### src/rtl/tdm_pack_pkg.sv
package tdm_pack_pkg;
  typedef enum logic [1:0] {
    MODE_FIXED = 2'b00,
    MODE_DYN   = 2'b01,
    MODE_DISC  = 2'b10,
    MODE_ALT   = 2'b11
  } mode_e;
endpackage

### src/rtl/tdm_ready_track.sv
module tdm_ready_track #(
  parameter int N = 4
) (
  input  logic         clk_i,
  input  logic         rst_ni,
  input  logic [N-1:0] pwr_i,
  input  logic [N-1:0] valid_i,
  output logic [N-1:0] ready_o
);
  for (genvar k = 0; k < N; k++) begin : g_ch
    always_ff @(posedge clk_i or negedge rst_ni) begin
      if (!rst_ni) ready_o[k] <= 1'b0;
      else         ready_o[k] <= pwr_i[k] & (ready_o[k] | valid_i[k]);
    end
  end
endmodule

### src/rtl/tdm_slot_map.sv
module tdm_slot_map
  import tdm_pack_pkg::*;
#(
  parameter int N  = 4,
  parameter int W  = 24,
  parameter int CW = $clog2(N+1)
) (
  input  mode_e          mode_i,
  input  logic [N-1:0]   incl_i,
  input  logic [N*W-1:0] data_i,
  output logic [N*W-1:0] slots_o,
  output logic [CW-1:0]  count_o
);
  int idx;
  always_comb begin
    slots_o = '0;
    idx     = 0;
    for (int k = 0; k < N; k++) begin
      if (mode_i == MODE_DYN) begin
        if (incl_i[k]) begin
          slots_o[idx*W +: W] = data_i[k*W +: W];
          idx = idx + 1;
        end
      end else if (incl_i[k]) begin
        slots_o[k*W +: W] = data_i[k*W +: W];
      end
    end
    case (mode_i)
      MODE_DYN:  count_o = CW'(idx);
      MODE_DISC: count_o = CW'(1);
      default:   count_o = CW'(N);
    endcase
  end
endmodule

### src/rtl/tdm_slot_shift.sv
module tdm_slot_shift #(
  parameter int N = 4,
  parameter int W = 24
) (
  input  logic           clk_i,
  input  logic           rst_ni,
  input  logic           load_i,
  input  logic           disc_i,   // per-lane shifting, no chaining
  input  logic [N*W-1:0] slots_i,
  output logic [N-1:0]   lane_o
);
  logic [N-1:0][W-1:0] sr_q;

  for (genvar j = 0; j < N; j++) begin : g_slot
    logic fill;
    if (j == N-1) begin : g_last
      assign fill = 1'b0;
    end else begin : g_chain
      assign fill = disc_i ? 1'b0 : sr_q[j+1][W-1];
    end
    always_ff @(posedge clk_i or negedge rst_ni) begin
      if (!rst_ni)     sr_q[j] <= '0;
      else if (load_i) sr_q[j] <= slots_i[j*W +: W];
      else             sr_q[j] <= {sr_q[j][W-2:0], fill};
    end
    assign lane_o[j] = sr_q[j][W-1];
  end
endmodule

### src/rtl/tdm_pack.sv
module tdm_pack
  import tdm_pack_pkg::*;
#(
  parameter int N  = 4,
  parameter int W  = 24,
  localparam int CW = $clog2(N+1)
) (
  input  logic           clk_i,
  input  logic           rst_ni,
  input  logic           frame_i,
  input  logic [1:0]     mode_i,
  input  logic [N-1:0]   pwr_i,
  input  logic [N-1:0]   valid_i,
  input  logic [N*W-1:0] data_i,
  output logic           tdm_o,
  output logic [N-1:0]   dis_o,
  output logic [CW-1:0]  slot_cnt_o
);
  logic [N-1:0]   ready;
  logic [N-1:0]   incl;
  logic [N*W-1:0] slots;
  logic [CW-1:0]  cnt_d;
  logic [N-1:0]   lanes;
  mode_e          mode_in;
  mode_e          mode_q;

  assign mode_in = mode_e'(mode_i);
  assign incl    = ready & pwr_i;

  tdm_ready_track #(.N(N)) u_ready (
    .clk_i, .rst_ni, .pwr_i, .valid_i, .ready_o(ready)
  );

  tdm_slot_map #(.N(N), .W(W), .CW(CW)) u_map (
    .mode_i(mode_in), .incl_i(incl), .data_i,
    .slots_o(slots), .count_o(cnt_d)
  );

  always_ff @(posedge clk_i or negedge rst_ni) begin
    if (!rst_ni) begin
      mode_q     <= MODE_FIXED;
      slot_cnt_o <= '0;
    end else if (frame_i) begin
      mode_q     <= mode_in;
      slot_cnt_o <= cnt_d;
    end
  end

  tdm_slot_shift #(.N(N), .W(W)) u_shift (
    .clk_i, .rst_ni, .load_i(frame_i),
    .disc_i(mode_q == MODE_DISC),
    .slots_i(slots), .lane_o(lanes)
  );

  assign tdm_o = (mode_q != MODE_DISC) & lanes[0];
  assign dis_o = (mode_q == MODE_DISC) ? lanes : '0;
endmodule

### config.mk
export PLATFORM = sky130hd
export DESIGN_NAME = tdm_pack
export DESIGN_NICKNAME = d
export VERILOG_FILES = /design/src/rtl/tdm_pack_pkg.sv /design/src/rtl/tdm_ready_track.sv /design/src/rtl/tdm_slot_map.sv /design/src/rtl/tdm_slot_shift.sv /design/src/rtl/tdm_pack.sv
export SDC_FILE = /design/constraint.sdc
export NUM_CORES = 1
export LEC_CHECK = 0
export BUFFER_PORTS_ARGS = -buffer_cell sky130_fd_sc_hd__buf_4
export CAP_MARGIN = 30
export CELL_PAD_IN_SITES_DETAIL_PLACEMENT = 0
export CELL_PAD_IN_SITES_GLOBAL_PLACEMENT = 1
export CORE_MARGIN = 4
export CORE_UTILIZATION = 49
export DETAILED_ROUTE_END_ITERATION = 8
export HOLD_SLACK_MARGIN = 0.05
export MAX_ROUTING_LAYER = met4
export PLACE_DENSITY = 0.86
export RECOVER_POWER = 100
export SLEW_MARGIN = 0
export SYNTH_ARGS = -nofsm -noshare
export SYNTH_HDL_FRONTEND = slang
export SYNTH_HIERARCHICAL = 1
export SYNTH_SLANG_ARGS = --single-unit
### constraint.sdc
create_clock -name clk_i -period 15.95 [get_ports clk_i]
set_clock_uncertainty 0.2 [all_clocks]
set_input_delay 2.3925 -clock clk_i [delete_from_list [all_inputs] [get_ports clk_i]]
set_output_delay 2.3925 -clock clk_i [all_outputs]
set_load 0.05 [all_outputs]
======== Word-level counts from Yosys, hierarchy flattened ========
Index checks and enable logic that the tools add are counted.
word-level totals
  bits in registers ....................... 105
  input bits .............................. 109
  output and inout port bits .............. 8
operators by class
  $add $sub $neg .......................... 6
  $mul .................................... 3
  equal/unequal tests ..................... 4
  shifts and indexed selects .............. 6
  muxes and demuxes ....................... 34
  bitwise gates (word level) .............. 10
operator list
  kind                                                     number
  2-to-1 mux 24 bit                                        13
  bitwise mux 96 bit                                       3
  2-to-1 mux 96 bit                                        3
  variable shift 24 x 33 -> 96 bit (first input constant)  3
  indexed part select 24 x 33 -> 96 bit                    3
  2-to-1 mux 32 bit                                        5
  negation 32 -> 33 bit                                    3
  multiplier 32 x 3 -> 29 bit (second input constant)      3
  2-to-1 mux 48 bit                                        2
  2-to-1 mux 72 bit                                        1
  adder 32 x 2 -> 32 bit (second input constant)           2
  case mux 3 bit (2 select lines)                          1
  AND 1 bit                                                5
  AND 4 bit                                                1
  == test 2 bit (second input constant)                    2
  2-to-1 mux 1 bit                                         4
  2-to-1 mux 4 bit                                         1
  OR 1 bit                                                 4
  adder 3 x 2 -> 3 bit (second input constant)             1
  2-to-1 mux 3 bit                                         1
  == test 2 x 1 -> 1 bit (second input constant)           1
  != test 2 bit (second input constant)                    1

======== Longest topological paths before layout ========
  depth after elaboration ................. 16
  mapped depth ............................ 27
  gate-level depth less buffers ........... 21

======== By module ========
The synthesis kept the hierarchy.
modules (own cells, without submodules)
  module           times used  cells each  area an instance (µm²)
  tdm_slot_map     1           808         5141.2
  tdm_slot_shift   1           210         3647.2
  tdm_pack         1           20          251.5
  tdm_ready_track  1           8           130.1

======== Least setup slack after synthesis ========
No wires, ideal clock.
  kind .................................... input to register
  start point ............................. input port mode_i[1]
  end point ............................... register u_shift/sr_q[29] (netlist name)
  arrival ................................. 7691 ps
  data required time ...................... 15625 ps
  setup slack ............................. 7934 ps
  stages .................................. 27
  path buffers ............................ 7
  cells stage by stage .................... inv_1 > ha_1 > clkbuf_1 > clkbuf_1 > nand3_1 > ha_1 > clkbuf_1 > clkbuf_1 > nand2_1 > o21ai_0 > nand2_1 > inv_1 > ha_1 > ha_1 > ha_1 > clkbuf_1 > nor3_1 > ha_1 > clkbuf_1 > and2_1 > clkbuf_1 > nand2_1 > o31ai_1 > o21bai_1 > o21bai_1 > a22o_1 > mux2_2
between the ends
  cells in the longest elaborated chain, start to end .. 15
ends and longest elaborated chain
  what                                                                          line                                    source
  from (decl)                                                                   tdm_pack.sv:11                          input logic [1:0] mode_i,
  == test 2 x 1 -> 1 bit (*)                                                    tdm_slot_map.sv:19                      if (mode_i == MODE_DYN) begin
  2-to-1 mux 32 bit                                                             tdm_slot_map.sv:19
  adder 32 x 2 -> 32 bit / multiplier 32 x 3 -> 29 bit (equally long branches)  tdm_slot_map.sv:22, tdm_slot_map.sv:21
  2-to-1 mux 32 bit / negation 32 -> 33 bit (equally long branches)             tdm_slot_map.sv:20, tdm_slot_map.sv:21
  2-to-1 mux 32 bit (tied with other cells)                                     tdm_slot_map.sv:19
  adder 32 x 2 -> 32 bit (tied with other cells)                                tdm_slot_map.sv:22                      idx = idx + 1;
  2-to-1 mux 32 bit (tied with other cells)                                     tdm_slot_map.sv:20                      if (incl_i[k]) begin
  2-to-1 mux 32 bit (tied with other cells)                                     tdm_slot_map.sv:19
  multiplier 32 x 3 -> 29 bit / bitwise mux 96 bit (equally long branches)      tdm_slot_map.sv:21                      slots_o[idx*W +: W] = data_i[k*W +: W];
  negation 32 -> 33 bit / 2-to-1 mux 96 bit (equally long branches)             tdm_slot_map.sv:21, tdm_slot_map.sv:20
  indexed part select 24 x 33 -> 96 bit (tied with other cells)                 tdm_slot_map.sv:21
  bitwise mux 96 bit                                                            tdm_slot_map.sv:21
  2-to-1 mux 96 bit                                                             tdm_slot_map.sv:20
  2-to-1 mux 72 bit (*)                                                         tdm_slot_map.sv:19
  via slots[29]                                                                 tdm_pack.sv:21                          logic [N*W-1:0] slots;
  2-to-1 mux 24 bit (*)                                                         tdm_slot_shift.sv:23                    else if (load_i) sr_q[j] <= slots_i[j*W +: W];
  to (signal, indexed assignment)                                               tdm_slot_shift.sv:23
  to (signal, indexed assignment)                                               tdm_slot_shift.sv:24                    else sr_q[j] <= {sr_q[j][W-2:0], fill};
  to (decl)                                                                     tdm_slot_shift.sv:12                    logic [N-1:0][W-1:0] sr_q;
The timed path passes the listed nets; every way through them passes the cells marked *.
A chain may end at the register's enable or synchronous reset.

======== Worst setup path in the final report ========
  start point ............................. input port pwr_i[0]
  end point ............................... register u_shift/sr_q[39] (netlist name)
between the ends
  cells in the longest elaborated chain, start to end .. 16
ends and longest elaborated chain
  what                                                                          line                                    source
  from (decl)                                                                   tdm_pack.sv:12                          input logic [N-1:0] pwr_i,
  AND 4 bit (*)                                                                 tdm_pack.sv:28                          assign incl = ready & pwr_i;
  via incl[0]                                                                   tdm_pack.sv:20                          logic [N-1:0] incl;
  2-to-1 mux 1 bit (*)                                                          tdm_slot_map.sv:20
  2-to-1 mux 32 bit (*)                                                         tdm_slot_map.sv:19
  adder 32 x 2 -> 32 bit / multiplier 32 x 3 -> 29 bit (equally long branches)  tdm_slot_map.sv:22, tdm_slot_map.sv:21
  2-to-1 mux 32 bit / negation 32 -> 33 bit (equally long branches)             tdm_slot_map.sv:20, tdm_slot_map.sv:21
  2-to-1 mux 32 bit (tied with other cells)                                     tdm_slot_map.sv:19
  adder 32 x 2 -> 32 bit (tied with other cells)                                tdm_slot_map.sv:22
  [... 2 more ...]                                                              n/a
  multiplier 32 x 3 -> 29 bit / bitwise mux 96 bit (equally long branches)      tdm_slot_map.sv:21
  negation 32 -> 33 bit / 2-to-1 mux 96 bit (equally long branches)             tdm_slot_map.sv:21, tdm_slot_map.sv:20
  indexed part select 24 x 33 -> 96 bit (tied with other cells)                 tdm_slot_map.sv:21
  bitwise mux 96 bit                                                            tdm_slot_map.sv:21
  2-to-1 mux 96 bit                                                             tdm_slot_map.sv:20
  2-to-1 mux 72 bit (*)                                                         tdm_slot_map.sv:19
  via slots[39]                                                                 tdm_pack.sv:21
  2-to-1 mux 24 bit (*)                                                         tdm_slot_shift.sv:23
Marked as above.

==> qor.csv <==
metric,value,unit
Post-Route Setup TNS,0,ns
number of nets at the end of the flow,1222,
critical path endpoint category,register,
placed cell count,1313,
nets in the synthesized netlist,1173,
synthesized area per cell,8.77,µm²
Static Leak,4.36,nW
Power Density,69.9,nW/µm²
Most used DFF post-synth,sky130_fd_sc_hd__dfrtp_1,
clk_lat worst skew,0.36,ns
status,"finished, violations left",
final RePlAce weighted congestion,1.07,
final clock period utilization by the worst path,74.5,%
number of port buffers,116,
Clock Power Share,33.1,%
RSZ-0062 raised after global routing,false,
library cell occupying the most area in the post-synthesis netlist,sky130_fd_sc_hd__dfrtp_1,
Setup WS pre-CTS,6.86,ns
count of cells along the worst hold path,1,
number of warnings issued by yosys,6,
Avg WL per Cell,29.6,µm
beginning of the critical path,pwr_i[0],
CTS tree,yes,
"Remaining Overflow, GRT",0,
net switching fraction of the power,33.6,%
"crit path setup slack, layout",4.07,ns
initial core utilization,50.4,%
transition time at the pin with the least slew margin,3.52,ns
WS Path Type,input port to register,
data required time of the worst path,15.99,ns
Worst R2R End,u_shift/sr_q[39]$_DFF_PN0_,
post-detailed-route count of antenna-violating nets,0,
worst max-slew margin expressed relative to the limit,-135,%
detailed-route via count,9399,
wire length of the first global-routing pass,56500,µm
dominant cells by area after synthesis,"sky130_fd_sc_hd__dfrtp_1, sky130_fd_sc_hd__mux2_2, sky130_fd_sc_hd__a21oi_1, sky130_fd_sc_hd__nand2_1, sky130_fd_sc_hd__a22oi_1",
Critical R2R Launch,u_ready/ready_o[0]$_DFF_PN0_,
number of distinct standard cells referenced by the synthesized netlist,86,
critical-path maximum fanout,43,
largest vdd supply drop,0.0000498,V
placed wire-length estimate after detailed placement,29100,µm
Detailed Route WL,39300,µm
clock period minus worst slack,11.88,ns
worst reg2reg setup slack,5.84,ns
share of the synthesized area in the top cell type,28.7,%
netlist area before placement,9170,µm²
number of vias per cell after detailed routing,7.08,
clock tree root driver cell,sky130_fd_sc_hd__clkbuf_16,
area growth from synthesis to layout,11.0,%
Hold EP,u_shift/sr_q[62]$_DFF_PN0_,
proportion of synthesized chip area in sequential cells,28.7,%
CTS Buf Count,9,
fmax,0.0842,GHz
Hold WC Path Type,register to register,
number of enable-type register cells in the synthesized netlist,0,
sequential power share,40.2,%
Sink Count,105,
arrival time of data at the critical path endpoint,11.92,ns
die height,145,µm
length of the first detailed-routing pass in iterations,6,
DRC marker count from the first detailed-route iteration,1462,
post-route total power,0.712,mW
post-CTS repair timing setup buffer count,0,
register bit count reported by yosys,105,
maximum level of the CTS H-tree,3,
share of post-route cells with drive strength above 1,22.2,%
final std cells w/o fill,1328,
floorplan row count,49,
hold_sp,u_shift/sr_q[61]$_DFF_PN0_,
final-report max-slew violation count,204,
Combinational Power Share,26.7,%
CTS Hold Bufs,0,
residual DRC count,0,
switching power of the nets,0.239,mW
largest net degree at the start of global routing,63,
Worst setup SP type,input port,
GRT Util Overall,37.9,%
fillers,1732,
horizontal die dimension,145,µm
Power Internal,0.473,mW
fraction of registers with async set/reset,100,%
violated checks,"capacitance limit, slew limit",
number of antenna violations at the first check in global routing,1,
number of primary I/O pins,117,
vias in the first global route,8706,
area of the core region,18200,µm²
FF-to-FF path depth,21,
ANT cells,0,
post-CTS resize count,0,
Bufs on Longest Clock Path,2,
Fin. Hold Viols,0,
die area,21000,µm²
final setup fails,0,
maximum capacitance violations,5,
clock slew seen by the registers of the worst setup and hold paths,0.08,ns
number of instances in the synthesized netlist,1046,
-- kinds of logic after synthesis --
group	after synthesis	synth area share (%)
AOI/OAI and AO/OA	368	29.0
and+or+nand+nor	283	15.6
muxes	136	16.9
buffers and inverters	129	6.24
DFF	105	28.7
adders and majority gates	18	2.46
xor gates and xnor gates	7	1.06
-- per-stage QoR --
stage	cell area, µm²	hold slack, ns	utilization, %
after floorplan	9170	0.244	-
after global placement	10000	0.254	55.0
after detailed placement	10000	0.263	55.1
after CTS	10300	0.272	56.8
after global routing	10200	0.277	55.9
final	10200	0.253	55.9
-- area by class of cell --
type	instances	area (µm²)	area share (%)
inverters	29	109	1.07
clock inverters	4	52.6	0.516
clock buffers	11	243	2.39
repair buffers	138	1000	9.85
flip-flops and latches	105	2630	25.8
well taps	229	287	2.82
multi-input cells	812	5860	57.5
-- worst max path at each step --
stage | slack [ns] | end
after floorplan | 7.93 | u_shift/sr_q[29]$_DFF_PN0_
after global placement | 6.95 | u_shift/sr_q[61]$_DFF_PN0_
after detailed placement | 6.86 | u_shift/sr_q[59]$_DFF_PN0_
after CTS | 7.22 | u_shift/sr_q[61]$_DFF_PN0_
after global routing | 3.75 | u_shift/sr_q[39]$_DFF_PN0_
final | 4.07 | u_shift/sr_q[39]$_DFF_PN0_
-- critical path, stage by stage --
cell and delay, ns:
sky130_fd_sc_hd__clkbuf_4 0.10, sky130_fd_sc_hd__and2_0 0.11, sky130_fd_sc_hd__clkbuf_1 1.49, sky130_fd_sc_hd__xor2_1 0.81, sky130_fd_sc_hd__nand2_1 0.38, sky130_fd_sc_hd__ha_1 0.74, sky130_fd_sc_hd__nand2_1 0.09, sky130_fd_sc_hd__o21ai_0 0.16
sky130_fd_sc_hd__nand2_1 0.19, sky130_fd_sc_hd__inv_1 0.16, sky130_fd_sc_hd__ha_1 0.24, sky130_fd_sc_hd__ha_1 0.49, sky130_fd_sc_hd__inv_1 0.11, sky130_fd_sc_hd__ha_1 0.28, sky130_fd_sc_hd__clkbuf_1 1.08, sky130_fd_sc_hd__clkinv_1 0.98
sky130_fd_sc_hd__nand2_1 0.44, sky130_fd_sc_hd__nor3_2 0.06, sky130_fd_sc_hd__clkbuf_1 0.43, sky130_fd_sc_hd__and3b_1 0.51, sky130_fd_sc_hd__a221o_1 0.38, sky130_fd_sc_hd__mux2_2 0.26
-- power groups by stage --
| stage | Sequential, mW | Clock [mW] | Combinational [mW] |
|---|---|---|---|
| floorplan | 0.291 | 0 | 0.106 |
| global placement | 0.291 | 0 | 0.185 |
| detailed placement | 0.291 | 0 | 0.186 |
| CTS | 0.286 | 0.241 | 0.187 |
| global route | 0.287 | 0.250 | 0.198 |
| finish | 0.286 | 0.235 | 0.190 |
-- cell usage in the layout, fill, tap and decap left out, drive strengths merged, types with 10 or more instances in the layout --
cell type / synthesis / final
a221oi: 12 / 12
nand2: 100 / 100
clkbuf: 53 / 26
dfrtp: 105 / 105
o21ai: 53 / 53
a21oi: 83 / 83
a31oi: 14 / 14
buf: 47 / 123
mux2: 108 / 108
mux2i: 28 / 28
nand3: 38 / 38
a22o: 14 / 14
o211ai: 12 / 12
nand2b: 13 / 13
a22oi: 38 / 38
nor2: 38 / 38
inv: 27 / 27
a2bb2oi: 10 / 10
o22ai: 22 / 22
ha: 18 / 18
and3: 17 / 17
o32ai: 10 / 10
a221o: 16 / 16
a32oi: 14 / 14
nor2b: 18 / 18
nor3: 11 / 11
and2: 22 / 22
-- cells in the mapped netlist (all sizes together), types with 4 or more instances --
| library cell | count |
|---|---|
| mux2 | 108 |
| dfrtp | 105 |
| nand2 | 100 |
| a21oi | 83 |
| clkbuf | 53 |
| o21ai | 53 |
| buf | 47 |
| a22oi | 38 |
| nand3 | 38 |
| nor2 | 38 |
| mux2i | 28 |
| inv | 27 |
| and2 | 22 |
| o22ai | 22 |
| ha | 18 |
| nor2b | 18 |
| and3 | 17 |
| a221o | 16 |
| a22o | 14 |
| a31oi | 14 |
| a32oi | 14 |
| nand2b | 13 |
| a221oi | 12 |
| o211ai | 12 |
| nor3 | 11 |
| a2bb2oi | 10 |
| o32ai | 10 |
| o221ai | 9 |
| o2bb2ai | 9 |
| o22a | 8 |
| a31o | 7 |
| o21a | 7 |
| a211oi | 6 |
| nand4 | 6 |
| nor4 | 5 |
| o31ai | 4 |
-- per-layer routing --
layer  vias up  part of all wire, %  GRT usage, %
li1       4041                    -             -
met1      4540                   40          51.6
met2       685                   42          52.7
met3       133                   13          11.4
met4         0                  4.7          14.6
met5         -                    0             -
-- state kept, by name, summed over array words and instances (netlist names) --
name and cells:
u_shift/lane_o 4, slot_cnt_o 3, u_ready/ready_o 4, u_shift/sr_q 92, mode_q 2
Note: power is estimated with default switching activity, not from simulation.
